## src/rtl/tpt_pkg.sv

```systemverilog
`timescale 1ns/1ps
package tpt_pkg;

    typedef enum logic {
        ST_STOPPED = 1'b0,
        ST_RUNNING = 1'b1
    } run_state_e;

    typedef enum logic [1:0] {
        TRIG_NONE     = 2'b00,
        TRIG_OVF      = 2'b01,
        TRIG_BOTH     = 2'b10,
        TRIG_BOTH_ALT = 2'b11
    } trig_mode_e;

    function automatic logic trig_on_ovf(trig_mode_e m);
        return m != TRIG_NONE;
    endfunction

    function automatic logic trig_on_cmp(trig_mode_e m);
        return (m == TRIG_BOTH) || (m == TRIG_BOTH_ALT);
    endfunction

endpackage

```

## src/rtl/tpt_ctrl.sv

```systemverilog
`timescale 1ns/1ps
// Start/stop state machine plus configuration capture (frozen while running).
module tpt_ctrl
    import tpt_pkg::*;
#(
    parameter int CNT_W = 32,
    parameter int PTV_W = 3
) (
    input  logic             clk,
    input  logic             rst_n,
    input  logic             run,
    input  logic [CNT_W-1:0] load_in,
    input  logic [CNT_W-1:0] match_in,
    input  logic [1:0]       mode_in,
    input  logic             inv_in,
    input  logic             pre_en_in,
    input  logic [PTV_W-1:0] pre_val_in,
    output logic             running,
    output logic [CNT_W-1:0] load_cfg,
    output logic [CNT_W-1:0] match_cfg,
    output trig_mode_e       mode_cfg,
    output logic             inv_cfg,
    output logic             pre_en_cfg,
    output logic [PTV_W-1:0] pre_val_cfg
);

    run_state_e state_q, state_d;

    // next-state: GO and HALT transitions
    always_comb begin
        state_d = state_q;
        unique case (state_q)
            ST_STOPPED: if (run)  state_d = ST_RUNNING;
            ST_RUNNING: if (!run) state_d = ST_STOPPED;
        endcase
    end

    // state register
    always_ff @(posedge clk or negedge rst_n) begin
        if (!rst_n) state_q <= ST_STOPPED;
        else        state_q <= state_d;
    end

    // outputs: configuration follows the inputs only while stopped
    always_ff @(posedge clk or negedge rst_n) begin
        if (!rst_n) begin
            load_cfg    <= '0;
            match_cfg   <= '0;
            mode_cfg    <= TRIG_NONE;
            inv_cfg     <= 1'b0;
            pre_en_cfg  <= 1'b0;
            pre_val_cfg <= '0;
        end else begin
            unique case (state_q)
                ST_STOPPED: begin
                    load_cfg    <= load_in;
                    match_cfg   <= match_in;
                    mode_cfg    <= trig_mode_e'(mode_in);
                    inv_cfg     <= inv_in;
                    pre_en_cfg  <= pre_en_in;
                    pre_val_cfg <= pre_val_in;
                end
                ST_RUNNING: ;
            endcase
        end
    end

    assign running = (state_q == ST_RUNNING);

endmodule

```

## src/rtl/tpt_prescaler.sv

```systemverilog
`timescale 1ns/1ps
// Power-of-two tick divider; cleared while the timer is stopped.
module tpt_prescaler #(
    parameter int PTV_W = 3
) (
    input  logic             clk,
    input  logic             rst_n,
    input  logic             running,
    input  logic             pre_en,
    input  logic [PTV_W-1:0] pre_val,
    output logic             tick
);

    localparam int DIV_W = (1 << PTV_W) + 1;

    logic [DIV_W-1:0] pcnt_q;
    logic [DIV_W-1:0] shamt;
    logic [DIV_W-1:0] term;
    logic             at_term;

    always_comb begin
        shamt   = DIV_W'(pre_val) + DIV_W'(1);
        term    = (DIV_W'(1) << shamt) - DIV_W'(1);
        at_term = (pcnt_q == term);
        tick    = running && (!pre_en || at_term);
    end

    always_ff @(posedge clk or negedge rst_n) begin
        if (!rst_n)                  pcnt_q <= '0;
        else if (!running || !pre_en) pcnt_q <= '0;
        else if (at_term)             pcnt_q <= '0;
        else                          pcnt_q <= pcnt_q + DIV_W'(1);
    end

endmodule

```

## src/rtl/tpt_counter.sv

```systemverilog
`timescale 1ns/1ps
// Up-counter with reload on wrap, compare detect and event strobes.
module tpt_counter #(
    parameter int CNT_W = 32
) (
    input  logic             clk,
    input  logic             rst_n,
    input  logic             tick,
    input  logic             wr,
    input  logic [CNT_W-1:0] wdata,
    input  logic [CNT_W-1:0] load,
    input  logic [CNT_W-1:0] match,
    output logic [CNT_W-1:0] cnt,
    output logic             ovf_ev,
    output logic             cmp_ev,
    output logic             ovf_pulse,
    output logic             cmp_pulse
);

    localparam logic [CNT_W-1:0] ALL_ONES = '1;

    logic [CNT_W-1:0] cnt_q;

    always_comb begin
        ovf_ev = tick && !wr && (cnt_q == ALL_ONES);
        cmp_ev = tick && !wr && (cnt_q == match);
    end

    always_ff @(posedge clk or negedge rst_n) begin
        if (!rst_n) begin
            cnt_q     <= '0;
            ovf_pulse <= 1'b0;
            cmp_pulse <= 1'b0;
        end else begin
            if (wr)
                cnt_q <= wdata;
            else if (tick)
                cnt_q <= (cnt_q == ALL_ONES) ? load : cnt_q + CNT_W'(1);
            ovf_pulse <= ovf_ev;
            cmp_pulse <= cmp_ev;
        end
    end

    assign cnt = cnt_q;

endmodule

```

## src/rtl/tpt_pinout.sv

```systemverilog
`timescale 1ns/1ps
// Toggle level register and polarity stage for the output pin.
module tpt_pinout
    import tpt_pkg::*;
(
    input  logic       clk,
    input  logic       rst_n,
    input  logic       ovf_ev,
    input  logic       cmp_ev,
    input  trig_mode_e mode,
    input  logic       running,
    input  logic       inv_cfg,
    input  logic       inv_in,
    output logic       pin
);

    logic tog_q;
    logic flip_ovf;
    logic flip_cmp;

    always_comb begin
        flip_ovf = ovf_ev && trig_on_ovf(mode);
        flip_cmp = cmp_ev && trig_on_cmp(mode);
        pin      = tog_q ^ (running ? inv_cfg : inv_in);
    end

    always_ff @(posedge clk or negedge rst_n) begin
        if (!rst_n) tog_q <= 1'b0;
        else        tog_q <= tog_q ^ flip_ovf ^ flip_cmp;
    end

endmodule

```

## src/rtl/toggle_pwm_timer.sv

```systemverilog
`timescale 1ns/1ps
module toggle_pwm_timer
    import tpt_pkg::*;
#(
    parameter int CNT_W = 32,
    parameter int PTV_W = 3
) (
    input  logic             clk,
    input  logic             rst_n,
    input  logic             run,
    input  logic [CNT_W-1:0] load_val,
    input  logic [CNT_W-1:0] match_val,
    input  logic             cnt_wr,
    input  logic [CNT_W-1:0] cnt_wdata,
    input  logic             invert,
    input  logic [1:0]       trig_mode,
    input  logic             pre_en,
    input  logic [PTV_W-1:0] pre_val,
    output logic             pwm_out,
    output logic             ovf_pulse,
    output logic             cmp_pulse
);

    logic             running;
    logic [CNT_W-1:0] load_cfg;
    logic [CNT_W-1:0] match_cfg;
    trig_mode_e       mode_cfg;
    logic             inv_cfg;
    logic             pre_en_cfg;
    logic [PTV_W-1:0] pre_val_cfg;
    logic             tick;
    logic [CNT_W-1:0] cnt_q;
    logic             ovf_ev;
    logic             cmp_ev;

    tpt_ctrl #(.CNT_W(CNT_W), .PTV_W(PTV_W)) u_ctrl (
        .clk        (clk),
        .rst_n      (rst_n),
        .run        (run),
        .load_in    (load_val),
        .match_in   (match_val),
        .mode_in    (trig_mode),
        .inv_in     (invert),
        .pre_en_in  (pre_en),
        .pre_val_in (pre_val),
        .running    (running),
        .load_cfg   (load_cfg),
        .match_cfg  (match_cfg),
        .mode_cfg   (mode_cfg),
        .inv_cfg    (inv_cfg),
        .pre_en_cfg (pre_en_cfg),
        .pre_val_cfg(pre_val_cfg)
    );

    tpt_prescaler #(.PTV_W(PTV_W)) u_pre (
        .clk    (clk),
        .rst_n  (rst_n),
        .running(running),
        .pre_en (pre_en_cfg),
        .pre_val(pre_val_cfg),
        .tick   (tick)
    );

    tpt_counter #(.CNT_W(CNT_W)) u_cnt (
        .clk      (clk),
        .rst_n    (rst_n),
        .tick     (tick),
        .wr       (cnt_wr),
        .wdata    (cnt_wdata),
        .load     (load_cfg),
        .match    (match_cfg),
        .cnt      (cnt_q),
        .ovf_ev   (ovf_ev),
        .cmp_ev   (cmp_ev),
        .ovf_pulse(ovf_pulse),
        .cmp_pulse(cmp_pulse)
    );

    tpt_pinout u_pin (
        .clk    (clk),
        .rst_n  (rst_n),
        .ovf_ev (ovf_ev),
        .cmp_ev (cmp_ev),
        .mode   (mode_cfg),
        .running(running),
        .inv_cfg(inv_cfg),
        .inv_in (invert),
        .pin    (pwm_out)
    );

endmodule

```

## config.mk

```make
export PLATFORM = sky130hd
export DESIGN_NAME = toggle_pwm_timer
export DESIGN_NICKNAME = d
export VERILOG_FILES = /design/src/rtl/tpt_pkg.sv /design/src/rtl/tpt_ctrl.sv /design/src/rtl/tpt_prescaler.sv /design/src/rtl/tpt_counter.sv /design/src/rtl/tpt_pinout.sv /design/src/rtl/toggle_pwm_timer.sv
export SDC_FILE = /design/constraint.sdc
export NUM_CORES = 1
export LEC_CHECK = 0
export ABC_AREA = 1
export ABC_CLOCK_PERIOD_IN_PS = 2650
export BUFFER_PORTS_ARGS = -buffer_cell sky130_fd_sc_hd__buf_2
export CAP_MARGIN = 5
export CORE_ASPECT_RATIO = 0.9
export CORE_UTILIZATION = 57
export DETAILED_ROUTE_END_ITERATION = 10
export PLACE_DENSITY_LB_ADDON = 0.3
export SLEW_MARGIN = 20
export SYNTH_ARGS = -nofsm -noshare
export SYNTH_HDL_FRONTEND = slang
export SYNTH_SLANG_ARGS = --single-unit
```

## constraint.sdc

```tcl
create_clock -name clk -period 2.65 [get_ports clk]
set_input_delay 0.265 -clock clk [delete_from_list [all_inputs] [get_ports clk]]
set_output_delay 0.265 -clock clk [all_outputs]
set_load 0.02 [all_outputs]
```

# Word level (Yosys, flattened, before mapping)
# Cells that the tools add are included.
[word_totals]
reg_bits = 116
elab_cells = 46
[op_classes]
n_addsub = 4
eq_ne = 5
shift = 1
muxes = 7
bitwise = 3
reduce_logical = 14
[op_table]
columns = ["op", "n"]
rows = [
  ["2-to-1 mux 32 bit", 3],
  ["adder 32 x 1 -> 32 bit, second input constant", 1],
  ["equality test 32 bit", 1],
  ["equality test 32 bit, second input constant", 1],
  ["2-to-1 mux 9 bit", 2],
  ["adder 9 x 1 -> 9 bit, second input constant", 1],
  ["equality test 9 bit", 1],
  ["<< shifter 1 x 9 -> 9 bit, first input constant", 1],
  ["subtractor 9 x 2 -> 9 bit, second input constant", 1],
  ["logical AND 1 bit", 6],
  ["adder 3 x 1 -> 4 bit, second input constant", 1],
  ["equality test 2 bit, second input constant", 2],
  ["nonzero test 2 bit", 2],
  ["zero test 1 bit", 3],
  ["logical OR 1 bit", 3],
  ["XOR 1 bit", 3],
  ["2-to-1 mux 1 bit", 2],
]

# Depth between registers and ports, before layout
[depth]
ltp_word = 11
ltp_mapped = 18
depth_no_buf = 16

# Hierarchy
# Synthesis repeated with hierarchy kept, for this count alone.
[unflattened]
cells_unflattened = 960
area_unflattened_um2 = 6939.2
[by_module_without_submodules]
columns = ["module", "instances", "cells_each", "area_per_inst_um2", "seq_area_each_um2"]
rows = [
  ["tpt_counter", 1, 519, 3339.5, 850.8],
  ["tpt_ctrl", 1, 301, 2733.9, 1801.7],
  ["tpt_prescaler", 1, 118, 757.0, 225.2],
  ["tpt_pinout", 1, 22, 108.9, 25.0],
]

# Worst setup path after synthesis
# OpenSTA, ideal clock, no wires.
[synth_timing]
path_kind = "flip-flop to flip-flop"
startpoint = "register u_ctrl.pre_val_cfg[2]"
endpoint = "register u_cnt.cnt_q[26], in the netlist u_cnt.cnt[26]"
setup_time_ns = 0.130
arrival_ns = 1.949
setup_slack_ns = 0.571
path_stages_with_launch = 18
n_path_buf = 2
period_less_slack_ns = 2.079
cell_sequence = "dfrtp_1 buf_4 inv_4 nand2_1 ha_1 inv_1 nand3_1 nand3_1 nand3b_1 nor2_1 nand2_1 nand2_2 nand2_2 nand2_4 inv_4 buf_6 nand2_1 nand3_1"
[synth_between]
elab_chain_cells = 7
[synth_lines]
columns = ["item", "line", "source"]
rows = [
  ["start: declaration", "tpt_ctrl.sv:24", "output logic [PTV_W-1:0] pre_val_cfg"],
  ["start signal: assignment", "tpt_ctrl.sv:61", "pre_val_cfg <= pre_val_in;"],
  ["adder 3 x 1 -> 4 bit", "tpt_prescaler.sv:22", "shamt = DIV_W'(pre_val) + DIV_W'(1);"],
  ["<< shifter 1 x 9 -> 9 bit", "tpt_prescaler.sv:23", "term = (DIV_W'(1) << shamt) - DIV_W'(1);"],
  ["subtractor 9 x 2 -> 9 bit", "tpt_prescaler.sv:23", ""],
  ["equality test 9 bit", "tpt_prescaler.sv:24", "at_term = (pcnt_q == term);"],
  ["logical OR 1 bit", "tpt_prescaler.sv:25", "tick = running && (!pre_en || at_term);"],
  ["logical AND 1 bit", "tpt_prescaler.sv:25", ""],
  ["nonzero test 2 bit (no source line)", "-", ""],
  ["end signal: assignment", "tpt_counter.sv:36", "cnt_q <= wdata;"],
  ["end signal: assignment", "tpt_counter.sv:38", "cnt_q <= (cnt_q == ALL_ONES) ? load : cnt_q + CNT_W'(1);"],
  ["end: declaration", "tpt_counter.sv:22", "logic [CNT_W-1:0] cnt_q;"],
]
# No other way between the ends.
# A chain may end at the register's enable or synchronous reset.

# Worst setup path in the final report
[layout_timing]
startpoint = "register u_ctrl.pre_val_cfg[1]"
endpoint = "register u_cnt.cnt_q[27], in the netlist u_cnt.cnt[27]"
# The elaborated chain is that of the path after synthesis.

==> results by group <==
Run status
  – Result of the run: completed

Clocking
  – TritonCTS clock tree: built
  – Clock-pin slew reported for the worst setup and hold paths after clock tree synthesis: 0.05 ns
  – Root buffer cell: sky130_fd_sc_hd__clkbuf_16
  – Clock latency on the worst-skew pair: 0.42 ns
  – Clock sink count: 116
  – Number of levels in the clock H-tree: 4
  – Clock tree buffer depth: 2
  – Number of clock buffers inserted by TritonCTS: 17

Die
  – Die span in y: 103 um
  – Floorplan row count: 36
  – Placeable core region: 0.0109 mm2
  – Floorplan die area: 0.0118 mm2
  – IO Count: 110
  – Width of the die: 114 um
  – Effective utilization at floorplan: 59.2%

Yosys
  – Fraction of synthesized cell area taken by the top area cell type: 44.8%
  – Leading register cell type out of synthesis: sky130_fd_sc_hd__dfrtp_1
  – Avg Inst Size Synth: approximately 8.7 um2
  – Synth cell types: 40
  – Synthesis Warnings: 0
  – Synthesized net count: 853
  – Async SR Flop Fraction: between 90% and 100%
  – Area of the mapped netlist: 0.00648 mm2
  – Post-synthesis sequential area ratio: 44.8%
  – Number of enable flip-flop cells after synthesis: 0
  – Synth Instances: 743
  – Yosys top cell by area: sky130_fd_sc_hd__dfrtp_1
  – Ranking of synthesized cells by instance count: sky130_fd_sc_hd__nand2_1, sky130_fd_sc_hd__dfrtp_1, sky130_fd_sc_hd__nor2_1
  – Ranking of synthesized cells by area: sky130_fd_sc_hd__dfrtp_1, sky130_fd_sc_hd__mux2_2, sky130_fd_sc_hd__nand2_1
  – Flop and latch count out of synthesis: 116
  – Dominant cell by count in the synthesized netlist: sky130_fd_sc_hd__nand2_1

Global route
  – Congestion Overflow GR: 0
  – Wire length of the first global-routing pass: 27,800 um
  – Vias in the first global route: 5,742
  – Overall Global Routing Usage: a little under a third
  – Maximum number of pins on one net before global-route repair: 56
  – Number of antenna violations at the first check in global routing: 0

Cells and area
  – Layout cells sized above 1: 29.5%
  – Final standard cell utilization of the core: 71.7%
  – Final antenna diode count: 0
  – Synthesis-to-layout area growth: 21.0%
  – Final non-filler cell total: between 1,000 and 1,500
  – Final std cell area, no fill: 0.00784 mm2
  – # nets final: 971

STA
  – Min cycle time layout: 2.46 ns
  – Final-layout worst hold slack: 0.0758 ns
  – Post-route fraction of the period consumed by the critical path: 92.9%
  – PnR worst setup slack: roughly 0.19 ns
  – Worst Clk Skew: 0.00916 ns
  – Worst slew slack as a fraction of its limit: 51.8%
  – Transition at the pin with the smallest max-transition slack: approximately 0.72 ns
  – F_max: 0.406 GHz
  – Setup TNS: 0 ns
  – Count of endpoints failing hold in the final timing report: 0
  – Number of setup violations in the final report: 0
  – Final number of max-transition violations: 0

Place
  – Post-placement cell area: 0.00720 mm2
  – Estimated wirelength of the detail-placed design: 12,500 um
  – Count of input and output buffers: 109
  – Worst slack, placed: 0.127 ns
  – Number of placed cells counting well taps: between 900 and 1,000
  – Final GP Congestion: 0.939

Min path
  – Type of the tightest min-delay check: input port to register
  – Terminating pin of the worst hold path: u_ctrl.match_cfg[27]
  – Hold Crit Start: match_val[27]
  – Hold Path Stages: 2

Setup path
  – Number of cells traversed by the worst register-to-register path: 15
  – Critical path data arrival time: 2.79 ns
  – Data required time at the worst endpoint: 2.97 ns
  – Crit-path max FO: 16
  – Element type at the critical path end: register
  – Worst flop-to-flop path endpoint: u_cnt.cnt[27]
  – Source of the worst register-to-register timing path: u_ctrl.pre_val_cfg[1]
  – Worst reg-to-reg setup slack: 0.19 ns
  – Critical path type: register to register
  – Crit path launch type: register

Route
  – Initial detailed-routing violation count: 466
  – Post-detailed-route DRC marker count: 0
  – Routed via count divided by cell count: 5.63
  – Residual antenna-violating net count after detailed routing: 0
  – Final wirelength: 17,600 um
  – Number of vias in the routed layout: 5,768
  – DR WL/cell: 17.2 um
  – Number of detailed-route iterations in the first pass: 4

Pwr
  – Worst vdd ir: 522 uV
  – Static leakage: 3.56 nW
  – Combinational share of power: 17.0%
  – P per Cell Area: around 670 mW/mm2
  – Total design power: about 5.3 mW
  – Switching share of power: 27.6%
  – Total net switching power: 1.45 mW
  – Clock group share of total power: 42.0%
  – Reg power frac: just over 40%
  – Cell Int Power: 3.82 mW

Flow run
  – Max Cap Violations: 0
-- flip-flops by register name, summed over array words and instances, names as in the netlist --
| name | count |
|---|---|
| u_cnt.cmp_pulse | 1 |
| u_pin.tog_q | 1 |
| u_cnt.cnt | 32 |
| u_ctrl.running | 1 |
| u_ctrl.inv_cfg | 1 |
| u_pre.pcnt_q | 9 |
| u_ctrl.match_cfg | 32 |
| u_cnt.ovf_pulse | 1 |
| u_ctrl.pre_en_cfg | 1 |
| u_ctrl.pre_val_cfg | 3 |
| u_ctrl.load_cfg | 32 |
| u_ctrl.mode_cfg | 2 |
-- critical path, stage by stage, from the launching register on --
cell                      delay [ns]
sky130_fd_sc_hd__dfrtp_2        0.44
sky130_fd_sc_hd__nor2_2         0.14
sky130_fd_sc_hd__nand2_1        0.07
sky130_fd_sc_hd__ha_2           0.33
sky130_fd_sc_hd__or2_2          0.11
sky130_fd_sc_hd__nand3_1        0.07
sky130_fd_sc_hd__nor2_1         0.12
sky130_fd_sc_hd__nand3_1        0.09
sky130_fd_sc_hd__nor2_1         0.11
sky130_fd_sc_hd__nand2_2        0.09
sky130_fd_sc_hd__nand2_2        0.11
sky130_fd_sc_hd__nand2_2        0.08
sky130_fd_sc_hd__nand2_4        0.17
sky130_fd_sc_hd__buf_12         0.18
sky130_fd_sc_hd__o21ai_0        0.09
sky130_fd_sc_hd__o22ai_1        0.18
-- final cells by class --
| cell class | count | area (um2) |
|---|---|---|
| multi-input combinational | 539 | 3190 |
| fill | 877 | 3100 |
| sequential | 116 | 2910 |
| timing repair buffer | 132 | 768 |
| clock buffer | 27 | 533 |
| inverter | 55 | 211 |
| tap | 152 | 190 |
| clock inverter | 3 | 42.5 |
-- kinds of logic after synthesis --
kind of cell / share of synthesized area, %
multiplexers: 10.6
AO/OA/AOI/OAI: 8.73
buffers and inverters: 6.12
flip-flops: 44.8
other: 0.0579
XOR/XNOR: 5.95
AND/OR/NAND/NOR: 23.2
adder cells (fa/ha/maj): 0.579
-- layer usage --
layer  routed length, um  GRT usage (%)  vias up
met4                 536           15.2        0
met3                1260           6.53       43
met5                   0              0        -
li1                    -              -     2731
met1                7500           40.4     2712
met2                8350           52.1      282
-- cell usage in the layout (no fill, tap or decap), types with 4 or more instances in the layout --
cell type	netlist	layout
sky130_fd_sc_hd__nand2_1	145	144
sky130_fd_sc_hd__dfrtp_1	116	113
sky130_fd_sc_hd__buf_2	6	108
sky130_fd_sc_hd__nor2_1	65	64
sky130_fd_sc_hd__mux2_2	61	61
sky130_fd_sc_hd__nand3_1	50	50
sky130_fd_sc_hd__inv_1	44	43
sky130_fd_sc_hd__o21ai_0	29	29
sky130_fd_sc_hd__xor2_1	27	27
sky130_fd_sc_hd__a21oi_1	25	25
sky130_fd_sc_hd__nand4_1	19	19
sky130_fd_sc_hd__buf_4	2	19
sky130_fd_sc_hd__o21ai_1	18	18
sky130_fd_sc_hd__clkbuf_16	0	18
sky130_fd_sc_hd__xnor2_1	17	17
sky130_fd_sc_hd__nor3_1	15	15
sky130_fd_sc_hd__o211ai_1	13	13
sky130_fd_sc_hd__inv_2	8	9
sky130_fd_sc_hd__or2_2	7	7
sky130_fd_sc_hd__o22ai_1	7	7
sky130_fd_sc_hd__clkbuf_8	0	7
sky130_fd_sc_hd__nor4_1	6	6
sky130_fd_sc_hd__a211oi_1	6	6
sky130_fd_sc_hd__nand2_2	3	4
-- power groups by stage --
| stage | registers, mW | logic (mW) | clock network [mW] |
|---|---|---|---|
| after floorplan | 2.11 | 0.615 | 0 |
| after global placement | 2.18 | 0.832 | 0 |
| after detailed placement | 2.18 | 0.863 | 0 |
| after CTS | 2.16 | 0.877 | 2.23 |
| after global routing | 2.19 | 0.998 | 2.32 |
| final | 2.16 | 0.896 | 2.21 |
-- how the worst max path moves through the flow --
| stage | startpoint | endpoint | slack, ns | cells after the start |
|---|---|---|---|---|
| finish | u_ctrl.pre_val_cfg[1] | u_cnt.cnt[27] | 0.19 | 15 |
| global route | u_ctrl.pre_val_cfg[1] | u_cnt.cnt[29] | -0.02 | 15 |
| CTS | u_ctrl.pre_val_cfg[2] | u_cnt.cnt[27] | 0.09 | 16 |
| detailed placement | u_ctrl.pre_val_cfg[2] | u_cnt.cnt[29] | 0.13 | 16 |
| global placement | u_ctrl.pre_val_cfg[2] | u_cnt.cnt[27] | 0.39 | 16 |
| floorplan | u_ctrl.pre_val_cfg[2] | u_cnt.cnt[26] | 0.57 | 17 |
-- what timing repair did --
action,4_1_cts,5_1_grt
gates resized for setup,0,6
hold endpoints to repair,54,0
endpoints found under the setup margin,0,32
buffers inserted,0,2
hold buffers,2,0
Power figures use the tool's default switching activity.
